<file path="src/rtl/rfrx_pkg.sv">
`timescale 1ns/1ps
// Package: shared constants and types of the result frame receiver.
// Assumes one frame layout: two sync bytes followed by a fixed payload.
package rfrx_pkg;
    localparam int FRAME_BYTES    = 11;
    localparam int SYNC_BYTES     = 2;
    localparam int PAYLOAD_BYTES  = FRAME_BYTES - SYNC_BYTES;
    localparam int PAY_CNT_W      = $clog2(PAYLOAD_BYTES);
    localparam logic [7:0] SYNC_FIRST  = 8'hAA;
    localparam logic [7:0] SYNC_SECOND = 8'h55;

    localparam int NONCE_BYTES    = 4;
    localparam int NONCE_W        = 8 * NONCE_BYTES;
    localparam int NONCE_OFS      = 0;
    localparam int TAG_OFS        = 5;
    localparam int VER_OFS        = 6;
    localparam int VER_FIELD_W    = 16;

    localparam int JOB_ENTRIES    = 128;
    localparam int JOB_IDX_W      = $clog2(JOB_ENTRIES);
    localparam int BASE_W         = 32;
    localparam int VER_SHIFT      = 13;

    typedef enum logic [1:0] {
        PS_SYNC_A = 2'd0,
        PS_SYNC_B = 2'd1,
        PS_BODY   = 2'd2
    } parse_state_t;
endpackage

</file>
<file path="src/rtl/rfrx_parser.sv">
`timescale 1ns/1ps
// Frame parser: hunts for the two sync bytes, then collects the payload.
// It captures the nonce, the upper tag nibble and the version field, and
// pulses frame_valid for one cycle after the last payload byte.
// Assumes at most one byte per clock. Inside a frame, an idle gap longer than
// gap_limit byte-times (each BYTE_CYCLES clocks) drops the partial frame.
module rfrx_parser
    import rfrx_pkg::*;
#(
    parameter int BYTE_CYCLES = 16,
    parameter int GAP_W       = 8
) (
    input  logic                   clk,
    input  logic                   rst_n,
    input  logic                   rx_valid,
    input  logic [7:0]             rx_byte,
    input  logic [GAP_W-1:0]       gap_limit,
    output logic                   frame_valid,
    output logic [NONCE_W-1:0]     nonce,
    output logic [3:0]             tag_hi,
    output logic [VER_FIELD_W-1:0] ver_swapped
);
    localparam int CYC_W = $clog2(BYTE_CYCLES + 1);

    parse_state_t         state;
    logic [PAY_CNT_W-1:0] pay_cnt;
    logic [CYC_W-1:0]     idle_cyc;
    logic [GAP_W-1:0]     idle_bt;
    logic                 byte_time_done;

    // Marks the clock that completes one idle byte-time.
    assign byte_time_done = (idle_cyc == CYC_W'(BYTE_CYCLES - 1));

    // Sync hunting, payload counting, frame strobe and gap timeout.
    always_ff @(posedge clk) begin
        if (!rst_n) begin
            state       <= PS_SYNC_A;
            pay_cnt     <= '0;
            frame_valid <= 1'b0;
            idle_cyc    <= '0;
            idle_bt     <= '0;
        end else begin
            frame_valid <= 1'b0;
            if (rx_valid) begin
                idle_cyc <= '0;
                idle_bt  <= '0;
                case (state)
                    PS_SYNC_A: begin
                        if (rx_byte == SYNC_FIRST) state <= PS_SYNC_B;
                    end
                    PS_SYNC_B: begin
                        if (rx_byte == SYNC_SECOND) begin
                            state   <= PS_BODY;
                            pay_cnt <= '0;
                        end else if (rx_byte != SYNC_FIRST) begin
                            state <= PS_SYNC_A;
                        end
                    end
                    PS_BODY: begin
                        pay_cnt <= pay_cnt + 1'b1;
                        if (pay_cnt == PAY_CNT_W'(PAYLOAD_BYTES - 1)) begin
                            frame_valid <= 1'b1;
                            state       <= PS_SYNC_A;
                        end
                    end
                    default: state <= PS_SYNC_A;
                endcase
            end else if (state != PS_SYNC_A) begin
                if (byte_time_done) begin
                    idle_cyc <= '0;
                    if (idle_bt == gap_limit) begin
                        idle_bt <= '0;
                        state   <= PS_SYNC_A;
                    end else begin
                        idle_bt <= idle_bt + 1'b1;
                    end
                end else begin
                    idle_cyc <= idle_cyc + 1'b1;
                end
            end else begin
                idle_cyc <= '0;
                idle_bt  <= '0;
            end
        end
    end

    // Captures the payload fields that the result path needs.
    always_ff @(posedge clk) begin
        if (!rst_n) begin
            nonce       <= '0;
            tag_hi      <= '0;
            ver_swapped <= '0;
        end else if (rx_valid && state == PS_BODY) begin
            for (int i = 0; i < NONCE_BYTES; i++) begin
                if (pay_cnt == PAY_CNT_W'(NONCE_OFS + i)) nonce[8*i +: 8] <= rx_byte;
            end
            if (pay_cnt == PAY_CNT_W'(TAG_OFS))     tag_hi           <= rx_byte[7:4];
            if (pay_cnt == PAY_CNT_W'(VER_OFS))     ver_swapped[15:8] <= rx_byte;
            if (pay_cnt == PAY_CNT_W'(VER_OFS + 1)) ver_swapped[7:0]  <= rx_byte;
        end
    end

    AST_FRAME_NEEDS_BYTE: assert property (@(posedge clk) disable iff (!rst_n)
        frame_valid |-> $past(rx_valid));
    AST_FRAME_BACK_TO_HUNT: assert property (@(posedge clk) disable iff (!rst_n)
        frame_valid |-> (state != PS_BODY));
endmodule

</file>
<file path="src/rtl/rfrx_job_table.sv">
`timescale 1ns/1ps
// Job table: one valid flag and one base version per job index.
// Reads are combinational. A write to the index being read in the same
// cycle is forwarded to the read outputs. Valid flags clear on reset.
// Base versions are plain storage and are not reset.
module rfrx_job_table
    import rfrx_pkg::*;
(
    input  logic                 clk,
    input  logic                 rst_n,
    input  logic                 wr_en,
    input  logic [JOB_IDX_W-1:0] wr_idx,
    input  logic                 wr_valid,
    input  logic [BASE_W-1:0]    wr_base,
    input  logic [JOB_IDX_W-1:0] rd_idx,
    output logic                 rd_valid,
    output logic [BASE_W-1:0]    rd_base
);
    logic [JOB_ENTRIES-1:0] vld;
    logic [BASE_W-1:0]      base_mem [JOB_ENTRIES];
    logic                   fwd;

    // Stores the valid flags, cleared on reset.
    always_ff @(posedge clk) begin
        if (!rst_n)     vld         <= '0;
        else if (wr_en) vld[wr_idx] <= wr_valid;
    end

    // Stores the base versions.
    always_ff @(posedge clk) begin
        if (wr_en) base_mem[wr_idx] <= wr_base;
    end

    // Read with write forwarding for the same index.
    always_comb begin
        fwd      = wr_en && (wr_idx == rd_idx);
        rd_valid = fwd ? wr_valid : vld[rd_idx];
        rd_base  = fwd ? wr_base  : base_mem[rd_idx];
    end

    AST_WRITE_TAKES_EFFECT: assert property (@(posedge clk) disable iff (!rst_n)
        wr_en |=> (vld[$past(wr_idx)] == $past(wr_valid)));
endmodule

</file>
<file path="src/rtl/rfrx_result_build.sv">
`timescale 1ns/1ps
// Result builder: maps the tag nibble to a job index, looks the index up in
// the job table, and registers either a result strobe with the rolled version
// or an error strobe. Assumes frame_valid pulses for one cycle per frame.
module rfrx_result_build
    import rfrx_pkg::*;
(
    input  logic                   clk,
    input  logic                   rst_n,
    input  logic                   frame_valid,
    input  logic [NONCE_W-1:0]     nonce,
    input  logic [3:0]             tag_hi,
    input  logic [VER_FIELD_W-1:0] ver_swapped,
    output logic [JOB_IDX_W-1:0]   lk_idx,
    input  logic                   lk_valid,
    input  logic [BASE_W-1:0]      lk_base,
    output logic                   res_valid,
    output logic [JOB_IDX_W-1:0]   res_idx,
    output logic [NONCE_W-1:0]     res_nonce,
    output logic [BASE_W-1:0]      res_version,
    output logic                   res_err
);
    logic [7:0]        tag_masked;
    logic [BASE_W-1:0] rolled;

    // Derives the job index and the rolled version.
    always_comb begin
        tag_masked = {tag_hi, 4'h0};
        lk_idx     = JOB_IDX_W'(tag_masked >> 1);
        rolled     = (BASE_W'(ver_swapped) << VER_SHIFT) | lk_base;
    end

    // Registers the result or error strobe and the result fields.
    always_ff @(posedge clk) begin
        if (!rst_n) begin
            res_valid   <= 1'b0;
            res_err     <= 1'b0;
            res_idx     <= '0;
            res_nonce   <= '0;
            res_version <= '0;
        end else begin
            res_valid <= frame_valid && lk_valid;
            res_err   <= frame_valid && !lk_valid;
            if (frame_valid && lk_valid) begin
                res_idx     <= lk_idx;
                res_nonce   <= nonce;
                res_version <= rolled;
            end
        end
    end

    AST_STROBES_EXCLUSIVE: assert property (@(posedge clk) disable iff (!rst_n)
        !(res_valid && res_err));
    AST_IDX_LOW_BITS_ZERO: assert property (@(posedge clk) disable iff (!rst_n)
        res_valid |-> (res_idx[2:0] == 3'b000));
    AST_OUT_FOLLOWS_FRAME: assert property (@(posedge clk) disable iff (!rst_n)
        (res_valid || res_err) |-> $past(frame_valid));
    AST_RESULT_ONE_CYCLE: assert property (@(posedge clk) disable iff (!rst_n)
        res_valid |=> !res_valid);
endmodule

</file>
<file path="src/rtl/result_frame_rx.sv">
`timescale 1ns/1ps
// Top of the result frame receiver: parser, job table and result builder.
// Assumes a byte-wide receive stream with at most one byte per clock.
module result_frame_rx
    import rfrx_pkg::*;
#(
    parameter int BYTE_CYCLES = 16,
    parameter int GAP_W       = 8
) (
    input  logic                 clk,
    input  logic                 rst_n,
    input  logic                 rx_valid,
    input  logic [7:0]           rx_byte,
    input  logic [GAP_W-1:0]     gap_limit,
    input  logic                 tbl_wr_en,
    input  logic [JOB_IDX_W-1:0] tbl_wr_idx,
    input  logic                 tbl_wr_valid,
    input  logic [BASE_W-1:0]    tbl_wr_base,
    output logic                 res_valid,
    output logic [JOB_IDX_W-1:0] res_idx,
    output logic [NONCE_W-1:0]   res_nonce,
    output logic [BASE_W-1:0]    res_version,
    output logic                 res_err
);
    logic                   frame_valid;
    logic [NONCE_W-1:0]     f_nonce;
    logic [3:0]             f_tag_hi;
    logic [VER_FIELD_W-1:0] f_ver;
    logic [JOB_IDX_W-1:0]   lk_idx;
    logic                   lk_valid;
    logic [BASE_W-1:0]      lk_base;

    rfrx_parser #(.BYTE_CYCLES(BYTE_CYCLES), .GAP_W(GAP_W)) u_parser (
        .clk(clk), .rst_n(rst_n), .rx_valid(rx_valid), .rx_byte(rx_byte),
        .gap_limit(gap_limit), .frame_valid(frame_valid), .nonce(f_nonce),
        .tag_hi(f_tag_hi), .ver_swapped(f_ver)
    );

    rfrx_job_table u_table (
        .clk(clk), .rst_n(rst_n), .wr_en(tbl_wr_en), .wr_idx(tbl_wr_idx),
        .wr_valid(tbl_wr_valid), .wr_base(tbl_wr_base), .rd_idx(lk_idx),
        .rd_valid(lk_valid), .rd_base(lk_base)
    );

    rfrx_result_build u_build (
        .clk(clk), .rst_n(rst_n), .frame_valid(frame_valid), .nonce(f_nonce),
        .tag_hi(f_tag_hi), .ver_swapped(f_ver), .lk_idx(lk_idx),
        .lk_valid(lk_valid), .lk_base(lk_base), .res_valid(res_valid),
        .res_idx(res_idx), .res_nonce(res_nonce), .res_version(res_version),
        .res_err(res_err)
    );
endmodule

</file>
<file path="config.mk">
export PLATFORM = sky130hd
export DESIGN_NAME = result_frame_rx
export DESIGN_NICKNAME = d
export VERILOG_FILES = /design/src/rtl/rfrx_pkg.sv /design/src/rtl/rfrx_parser.sv /design/src/rtl/rfrx_job_table.sv /design/src/rtl/rfrx_result_build.sv /design/src/rtl/result_frame_rx.sv
export SDC_FILE = /design/constraint.sdc
export NUM_CORES = 1
export LEC_CHECK = 0
export BUFFER_PORTS_ARGS = -buffer_cell sky130_fd_sc_hd__buf_2
export CORE_AREA = 2 2 222 224
export DETAILED_ROUTE_END_ITERATION = 10
export DIE_AREA = 0 0 224 226
export PLACE_DENSITY = 0.75
export SLEW_MARGIN = 0
export SYNTH_ARGS = -nofsm -noshare
export SYNTH_HDL_FRONTEND = slang
export SYNTH_SLANG_ARGS = --single-unit
</file>
<file path="constraint.sdc">
create_clock -name clk -period 3.5 [get_ports clk]
set_input_delay 0 -clock clk [delete_from_list [all_inputs] [get_ports clk]]
set_output_delay 0 -clock clk [all_outputs]
set_load 0.05 [all_outputs]
</file>
======== Word level (Yosys, flattened, before mapping) ========
Memories as Yosys holds them, arrays and structs flattened. A register that Yosys moved wholly into a read port is not among the register bits.
Index checks and enable logic that the tools add are counted.
operators by class
  order comparisons ....................... 3
  equality and inequality tests ........... 19
  add/subtract/negate cells ............... 3
  multiplexer cells ....................... 24
  reductions and logical operators ........ 25
  bitwise logic cells ..................... 3
operators with widths
  cell                                                                          count
  128-bit bitwise mux                                                           1
  32-bit two-way mux                                                            1
  29-bit by 32-bit bitwise OR with 32-bit output                                1
  7-bit by 8-bit less-than comparator with 1-bit output, second input constant  2
  2-bit two-way mux                                                             8
  7-bit two-way mux                                                             2
  2-bit AND reduction                                                           7
  4-bit by 3-bit equality test with 1-bit output, second input constant         3
  2-bit nonzero test                                                            5
  8-bit by 1-bit adder with 8-bit output, second input constant                 1
  4-bit by 2-bit equality test with 1-bit output, second input constant         2
  8-bit by 7-bit equality test with 1-bit output, second input constant         1
  8-bit equality test                                                           1
  8-bit equality test, second input constant                                    1
  8-bit two-way mux                                                             1
  8-bit inequality test, second input constant                                  1
  4-bit one-hot mux with 2 select lines                                         1
  1-bit demux with 7-bit select                                                 1
  7-bit equality test                                                           1
  7-bit by 1-bit >= comparator with 1-bit output, second input constant         1
  1-bit two-way mux                                                             6
  3-bit by 2-bit inequality test with 1-bit output, second input constant       2
  2-bit one-hot mux with 3 select lines                                         1
  3-bit AND reduction                                                           2
  19 further kinds                                                              24
storage, ports and cells
  memory bits (writable) .................. 4096
  bits of input ports ..................... 60
  logic and storage cells ................. 96
  register bits ........................... 270
  memories kept ........................... 1
memory list
  name              words  bits a word  read ports  clocked after Yosys merged registers in  wr ports  line                  text
  u_table.base_mem  128    32           1           1                                        1         rfrx_job_table.sv:20  logic [BASE_W-1:0] base_mem [JOB_ENTRIES];

======== Depth between registers and ports, before layout ========
Gate-level depths: netlist of run 1.
  depth in word-level cells ............... 5
  gate-level depth with buffers ........... 9
  depth with buffers taken out ............ 8

======== Modules after synthesis ========
A second synthesis of run 1 with hierarchy kept.
second synthesis, totals
  cell total of the unflattened synthesis .. 8720
  area total of the unflattened synthesis .. 168751.8 um2
modules (own cells, without submodules)
  module             instances  cells an instance  area each (um2)
  rfrx_job_table     1          8094               162791.1
  rfrx_result_build  1          325                3002.9
  rfrx_parser        1          301                2957.8

======== Least setup slack after synthesis of run 1 ========
OpenSTA, ideal clock, no wires.
  path type ............................... input to register
  from .................................... in tbl_wr_idx[2]
  to ...................................... reg u_table.vld[8]
  arrival time ............................ 3506 ps
  setup slack ............................. -124 ps
  stages on the path ...................... 6
  cell sequence ........................... or4b_1 -> nor2_1 -> nand2_1 -> nor3_1 -> mux2i_1 -> nor2b_1
between the ends
  word-level cells in the longest chain between the ends .. 5
  elaborated cells between the ends (all ways) .. 6
  those cells by class .................... 2 x order compare; 3 x mux; 1 x reduce/logical
ends and longest elaborated chain
  item                                                                                                                                                  line                   text
  from (decl)                                                                                                                                           result_frame_rx.sv:16  input logic [JOB_IDX_W-1:0] tbl_wr_idx,
  7-bit by 8-bit less-than comparator with 1-bit output (implied by the code) / 7-bit by 1-bit >= comparator with 1-bit output (equally long branches)  rfrx_job_table.sv:26   else if (wr_en) vld[wr_idx] <= wr_valid;
  1-bit logical AND (implied by the code)                                                                                                               rfrx_job_table.sv:26
  1-bit two-way mux (implied by the code)                                                                                                               rfrx_job_table.sv:26
  1-bit demux with 7-bit select *                                                                                                                       n/a
  128-bit bitwise mux *                                                                                                                                 rfrx_job_table.sv:26
  to (signal, indexed assignment)                                                                                                                       rfrx_job_table.sv:26
  to (decl)                                                                                                                                             rfrx_job_table.sv:19   logic [JOB_ENTRIES-1:0] vld;
Every way passes the cells marked *; elsewhere a longest branch is shown, timed or not.
A chain may end at the register's enable or synchronous reset.

======== Worst setup path in the final report of run 1 ========
  from .................................... reg u_parser.tag_hi[0]
  to ...................................... reg u_build.res_version[11]
between the ends
  word-level cells in the longest chain between the ends .. 4
  elaborated cells between the ends (all ways) .. 8
  those cells by class .................... 1 x eq/ne; 4 x mux; 1 x bitwise; 2 x reduce/logical
ends and longest elaborated chain
  item                                                                                        line                                              text
  from (decl)                                                                                 rfrx_parser.sv:20                                 output logic [3:0] tag_hi,
  from (signal assigned)                                                                      rfrx_parser.sv:97                                 if (pay_cnt == PAY_CNT_W'(TAG_OFS)) tag_hi <= rx_byte[7:4];
  1-bit binary-select mux with 4-bit select / 7-bit equality test (equally long branches)     rfrx_job_table.sv:37, rfrx_job_table.sv:36
  1-bit two-way mux (implied by the code) / 1-bit logical AND (equally long branches)         rfrx_job_table.sv:37, rfrx_job_table.sv:36
  1-bit two-way mux / 32-bit two-way mux (equally long branches)                              rfrx_job_table.sv:37, rfrx_job_table.sv:38
  1-bit logical AND / 29-bit by 32-bit bitwise OR with 32-bit output (equally long branches)  rfrx_result_build.sv:44, rfrx_result_build.sv:30
  to (signal assigned)                                                                        rfrx_result_build.sv:47                           res_version <= rolled;
  to (decl)                                                                                   rfrx_result_build.sv:20                           output logic [BASE_W-1:0] res_version,
Parallel ways exist; a longest one is shown, timed or not. The select of a mux whose other input is x is not followed.

==> results.md, run 1 <==
- Largest net degree at the start of global routing: 122
- Number of buffers inserted by port buffering: 129
- Cell family with most CP delay: simple AND/OR/NAND/NOR gates
- ANT cells: 0
- Final wirelength: 59400 µm
- Setup TNS: 0 ps
- Fmax: 0.346 GHz
- CP cell instances: xor2_1, nor4_1, and2_1, buf_4, and3_1, o31ai_1, a21oi_1
- Die height: 226 µm
- Fin. Hold Viols: 0
- Synth top area cells: edfxtp_1 (59%), dfxtp_1 (12%), mux4_2 (11%)
- Routability cong.: 0.836
- Final Power: 16.0 mW
- Reg2Reg Setup Slack: 610 ps
- Worst slew pin tran: 1250 ps
- Wire per inst: 24.3 µm
- Commonest cells post-synth: edfxtp_1 (512), dfxtp_1 (162), nand2_1 (150), mux4_2 (132), nand3_1 (110)
- Synthesized area: 0.0262 mm²
- Period utilization: 82.6%
- Clock sink count: 674
- CTS Buf Count: 67
- GRT overflow: 0
- Die area: 0.0506 mm²
- Initial antenna violation count: 2
- WHS: 145 ps
- Static Leak: 9.68 nW
- Worst endpoint required time: 4010 ps
- Clk buf depth: 3
- HPWL after DPL: 33200 µm
- Most frequent cell after synthesis: edfxtp_1
- CTS clk-pin slew, worst paths: 60 ps
- Post-Layout Cell Count: 2449
- CTS root buf: clkbuf_16
- Design Area, Final: 0.0303 mm²
- Core area: 0.0483 mm²
- CP endpoint kind: flip-flop
- Status: finished clean
- Clk_skew: 23.4 ps
- CTS resizes: 0
- Clk_lat worst skew: 600 ps
- Cell variety after synth: 46
- Pre-antenna DRT Iters: 5
- Top cell type's share of synthesized area: 58.7%
- Fin nets: 1842
- Pwr per Cell Area: 529 mW/mm²
- Crit-path max cell delay: 750 ps
- RSZ-0062 raised after global routing: false
- Critical Path Stages: 7
- Avg Inst Size Synth: 16.3 µm²
- FILL cells: 3344
- WHS Path Cells: 6
- HP Class: input pin to flip-flop
- Place WS: 699 ps
- Remaining antenna violation count: 0
- Site Rows: 81
- CP startpoint kind: flip-flop
- Rel. slew slack: 16.4%
- Area added between synthesis and finish: 15.7%
- Placed insts: 2281
- Post-synth ARST share: 0%
- Via Count: 15000
- Max FO, Critical Path: 19
- Fin util: 62.7%
- Most used DFF post-synth: edfxtp_1
- Most area-hungry cell type in the Yosys netlist: edfxtp_1
- Post-synthesis sequential area ratio: 71.1%
- Area after DPL: 0.0277 mm²
- Final min period: 2890 ps
- H-tree Lvls: 3
- Slew Limit Fails: 0
- Io pins: 133
- Starting Density: 54.2%
- Warnings, synthesis: 0
- Arrival time worst endpoint: 3400 ps
- PnR worst setup slack: 610 ps
- # Max-Cap Violations: 0
- VDD IR max: 0.000442 V
- Worst-case reg-to-reg path depth: 7
- Setup violators final: 0
- EDFF count, synth: 512
- Slowest CP cell: and3_1
- CP bufs+invs: 1
- Post-route DRC: 0
- CTS tree: yes
- Crit path kind: flip-flop to flip-flop
- DR vias/cell: 6.13
- Initial detailed-routing violation count: 1596
- Tot GR Track Use: 23.8%
- Global-route wire length before repair: 90200 µm
- Syn Inst Count: 1605
- Die X: 224 µm
- Vias in the first global route: 15200
- Yosys reg bits: 674
- Layout cell share with drive strength beyond 1: 23.8%
-- path summary, 6_finish.rpt --
kind | from | endpoint
max | u_parser.tag_hi[0] | u_build.res_version[11]
min | gap_limit[7] | u_parser.idle_bt[3]
max reg2reg | u_parser.tag_hi[0] | u_build.res_version[11]
min reg2reg | u_parser.idle_cyc[0] | u_parser.idle_cyc[0]
-- what timing repair did --
action	4_1_cts	5_1_grt
setup endpoints to repair	0	0
hold buffers	47	0
setup buffers	0	0
endpoints found under the hold margin	632	0
-- cells by family after synthesis --
family	Yosys count	synth area share [%]
flip-flops	674	71.1
AND/OR/NAND/NOR	339	5.92
AO/OA/AOI/OAI	239	5.79
multiplexers	203	14.2
buffers and inverters	121	2.00
XOR/XNOR	21	0.702
adder cells (fa/ha/maj)	7	0.334
other	1	0.0143
-- sequential cells by signal (all words and copies together) (netlist names), named ones only --
register	cells
u_parser.state	2
u_parser.pay_cnt	4
u_parser.tag_hi	4
u_parser.ver_swapped	16
u_build.res_idx	4
u_parser.nonce	32
u_table.vld	16
u_build.res_nonce	32
u_build.res_valid	1
u_table.base_mem	512
u_build.res_err	1
u_parser.idle_bt	8
u_parser.idle_cyc	5
u_build.res_version	32
u_parser.frame_valid	1
-- final cells by class --
cell class,count,area [µm²],share of cell area (%)
Multi-Input combinational cell,812,7220,23.8
Sequential cell,674,18600,61.5
Tap cell,622,778,2.57
Clock inverter,30,288,0.949
Timing Repair Buffer,214,1490,4.92
Inverter,6,22.5,0.0743
Clock buffer,91,1880,6.21
-- worst min-delay path: stages --
cell     delay [ps]
buf_2            80
xnor2_1          50
nand4_1         120
nor2_1           70
a21o_1          260
nor2_1          120
-- metal layers --
| layer | track usage [%] | up-vias | part of all wire (%) |
|---|---|---|---|
| met2 | 39.6 | 668 | 49 |
| li1 | - | 6585 | - |
| met4 | 8.32 | 2 | 3.1 |
| met1 | 31.6 | 7607 | 40 |
| met3 | 4.74 | 145 | 7.5 |
| met5 | 0 | - | 0.019 |
-- placed cells by master (no fill, tap or decap), drive strengths merged, types with 18 or more instances in the layout --
master and instances:
a21boi 66, clkbuf 91, o21ai 68, nand3 110, mux4 132, dfxtp 162, clkinv 22, dlygate4sd3 47
nand2 150, buf 167, a21oi 37, mux2 18, mux2i 53, edfxtp 512, nor2 32, o211ai 34
-- power by group --
group | internal (mW) | total [mW] | switching, mW
Sequential | 8.61 | 8.61 | 0.00592
Clock | 4.21 | 7.13 | 2.92
Combinational | 0.0915 | 0.296 | 0.205
(Power assumes the default switching activity.)
==> run 2: changes to the inputs <==
Settings changed: ABC_AREA from default to 1, CORE_AREA 2 2 222 224 to 2 2 227 229, DIE_AREA 0 0 224 226 to 0 0 229 231.
Clock period 3.5 ns to 2.6 ns, I/O delays scaled along.
==> results.md, run 2 <==
- Synthesized area: 0.0274 mm² (+4.7%)
- Max FO, Critical Path: 62 (+43)
- Most frequent cell after synthesis: nor2_1
- Die area: 0.0529 mm² (+4.5%)
- Most common cell after layout, fill and taps aside: nor2_1
- Worst endpoint required time: 3100 ps (-910 ps)
- Setup TNS: 0 ps (unchanged)
- Final wirelength: 73100 µm (+23%)
- Syn Inst Count: 2731 (+70%)
- Status: finished clean
- Clock Power Share: 45.8% (+1.4 points)
- Setup violators final: 0 (unchanged)
- WHS Endpoint: u_table.vld[120]
- Die height: 231 µm (+2.2%)
- Worst slew pin tran: 812 ps (-443 ps)
- Psw: 4.33 mW (+38%)
- Site Rows: 83 (+2.5%)
- Post-synthesis sequential area ratio: 67.8% (-3.2 points)
- Global-route wire length before repair: 112000 µm (+24%)
- Fin nets: 2951 (+60%)
- Reg2reg end: u_build.res_nonce[29]
- Sw Share: 19.5% (-0.020 points)
- Slew Limit Fails: 0 (unchanged)
- WHS: 59.3 ps (-85.4 ps)
- Avg Inst Size Synth: 10.0 µm² (-38%)
- CP cell instances: inv_2, nor2_1, nor3_2, nand3_2, inv_2, nand2_1, nand3_4, buf_12, nand2_1, nand2_1, nor2_1
- Max FFs per register: 512 (unchanged)
- RSZ-0062 raised after global routing: false
- Io pins: 133 (unchanged)
- Clk_lat worst skew: 600 ps (about the same)
- CTS tree: yes
- Internal cell power: 17.9 mW (+39%)
- Warnings, synthesis: 0 (unchanged)
- Pre-antenna DRT Iters: 7 (+2)
- Share of power burned in registers: 52.3% (-1.4 points)
- Remaining antenna violation count: 0 (unchanged)
- Initial antenna violation count: 3 (+1)
- Vias in the first global route: 20400 (+35%)
- Starting Density: 54.2% (about the same)
- Post-CTS Setup Inserts: 0 (unchanged)
- Arrival time worst endpoint: 2740 ps (-660 ps)
- Final min period: 2240 ps (-647 ps)
- Post-Layout Cell Count: 3618 (+48%)
- Via Count: 20500 (+37%)
- Clk buf depth: 3 (unchanged)
- Cell variety after synth: 34 (-26%)
- # Max-Cap Violations: 0 (unchanged)
- CTS clk-pin slew, worst paths: 60 ps (about the same)
- Startpoint of the worst hold path: tbl_wr_idx[4]
- Fin. Hold Viols: 0 (unchanged)
- Worst-case reg-to-reg path depth: 11 (+4)
- Tot GR Track Use: 27.6% (+3.8 points)
- Pwr per Cell Area: 696 mW/mm² (+32%)
- Most area-hungry cell type in the Yosys netlist: edfxtp_1
- Clk_skew: 22.1 ps (-1.31 ps)
- Area added between synthesis and finish: 16.2%
- Largest net degree at the start of global routing: 124 (+1.6%)
- GRT overflow: 0 (unchanged)
- Most common cell on crit path: nand2_1
- H-tree Lvls: 3 (unchanged)
- Reg with most FFs: u_table.base_mem
- Combinational share of power: 1.9% (about the same)
- Core area: 0.0507 mm² (+4.8%)
- Cell family with most CP delay: simple AND/OR/NAND/NOR gates
- Slowest CP cell: dfxtp_1
- Initial detailed-routing violation count: 2408 (+51%)
- CP startpoint kind: flip-flop
- DR vias/cell: 5.66 (-7.6%)
- Static Leak: 12.5 nW (+29%)
- Placed insts: 3445 (+51%)
- HP Class: input pin to flip-flop
- WHS Path Cells: 6 (unchanged)
- Yosys reg bits: 674 (unchanged)
- Post-synth ARST share: 0% (unchanged)
- Top cell type's share of synthesized area: 56.0% (-2.7 points)
- Most used DFF post-synth: edfxtp_1
- Crit-path max cell delay: 460 ps (-290 ps)
- CTS resizes: 0 (unchanged)
- HPWL after DPL: 39400 µm (+19%)
- Reg2Reg Setup Slack: 360 ps (-250 ps)
- Crit path kind: flip-flop to flip-flop
- Most frequent cells in the layout: nor2_1 (772), edfxtp_1 (512), o21ai_0 (329), nand2_1 (316), nand3_1 (209)
- Synth top area cells: edfxtp_1 (56%), dfxtp_1 (12%), nor2_1 (11%)
- Post-route DRC: 0 (unchanged)
- CTS root buf: clkbuf_16
- VDD IR max: 0.000507 V (+15%)
- Routability cong.: 0.883 (+5.6%)
- Layout cell share with drive strength beyond 1: 11.0% (-13 points)
- Worst r2r src: u_parser.tag_hi[0]
- Number of buffers inserted by port buffering: 129 (unchanged)
- Die X: 229 µm (+2.2%)
- Fmax: 0.446 GHz (+29%)
- CP endpoint kind: flip-flop
- Wire per inst: 20.2 µm (-17%)
- Rel. slew slack: 45.9% (+30 points)
- CTS Buf Count: 68 (+1.5%)
- CP bufs+invs: 3 (+2)
- EDFF count, synth: 512 (unchanged)
- Clock sink count: 674 (unchanged)
- Period utilization: 86.3% (+3.7 points)
- Commonest cells post-synth: nor2_1 (785), edfxtp_1 (512), o21ai_0 (329), nand2_1 (316), nand3_1 (209)
## run 2: layer usage
layer | up-vias | share of wire, % | global-route usage [%]
met2 | 1013 | 49 | 47.2
met5 | - | 0.022 | 0
met4 | 2 | 3.9 | 12.3
li1 | 9434 | - | -
met3 | 220 | 8.7 | 4.97
met1 | 9821 | 38 | 34.6
## run 2: area by class of cell
cell class / instances / area, µm²
fillers: 3937 / 18800
flip-flops and latches: 674 / 18600
multi-input cells: 1746 / 7610
clock buffers: 101 / 2120
repair buffers: 236 / 1840
well taps: 680 / 851
inverters: 158 / 597
clock inverters: 21 / 234
diodes: 2 / 5.00
## run 2: power by group through the flow
stage | Clock (mW) | Combinational (mW) | Sequential, mW
global route | 10.7 | 0.463 | 11.6
finish | 10.2 | 0.427 | 11.6
CTS | 10.2 | 0.422 | 11.6
floorplan | 0 | 0.137 | 11.8
detailed placement | 0 | 0.358 | 11.8
global placement | 0 | 0.344 | 11.8
## run 2: cells by family after synthesis
| family | after synthesis | share of synthesized area (%) |
|---|---|---|
| buffers and inverters | 313 | 4.86 |
| flip-flops | 674 | 67.8 |
| other | 1 | 0.0137 |
| adder cells (fa/ha/maj) | 7 | 0.319 |
| AND/OR/NAND/NOR | 1340 | 19.6 |
| AO/OA/AOI/OAI | 386 | 7.08 |
| XOR/XNOR | 10 | 0.319 |
## run 2: worst max path at each step
stage,start,to,cells after the start
global placement,flip-flop,u_build.res_version[4],11
detailed placement,u_parser.tag_hi[0],u_build.res_version[26],11
finish,u_parser.tag_hi[0],u_build.res_nonce[29],11
global route,u_parser.tag_hi[0],u_build.res_nonce[27],11
CTS,u_parser.tag_hi[0],u_build.res_nonce[29],11
floorplan,tbl_wr_idx[2],u_table.base_mem[88][0],5
## run 2: timing repair
action / in CTS / in global routing
hold buffers: 49 / 0
setup endpoints to repair: 0 / 0
endpoints found under the hold margin: 627 / 0
## run 2: metrics by stage
| step | setup slack, ps | utilization [%] | total power, mW | instance area, µm² |
|---|---|---|---|---|
| 2_1_floorplan | 140 | - | 12.0 | 27500 |
| 3_3_place_gp | 574 | 57.3 | 12.2 | 29000 |
| 3_5_place_dp | 493 | 57.3 | 12.2 | 29000 |
| 4_1_cts | 403 | 62.9 | 22.3 | 31900 |
| 5_1_grt | 102 | 62.9 | 22.7 | 31900 |
| 6_report | 357 | 62.9 | 22.2 | 31900 |
## run 2: worst register-to-register path, stage by stage (launching register included)
cell,delay [ps]
dfxtp_1,460
inv_2,200
nor2_1,90
nor3_2,230
nand3_2,140
inv_2,80
nand2_1,110
nand3_4,240
buf_12,290
nand2_1,150
nand2_1,100
nor2_1,50
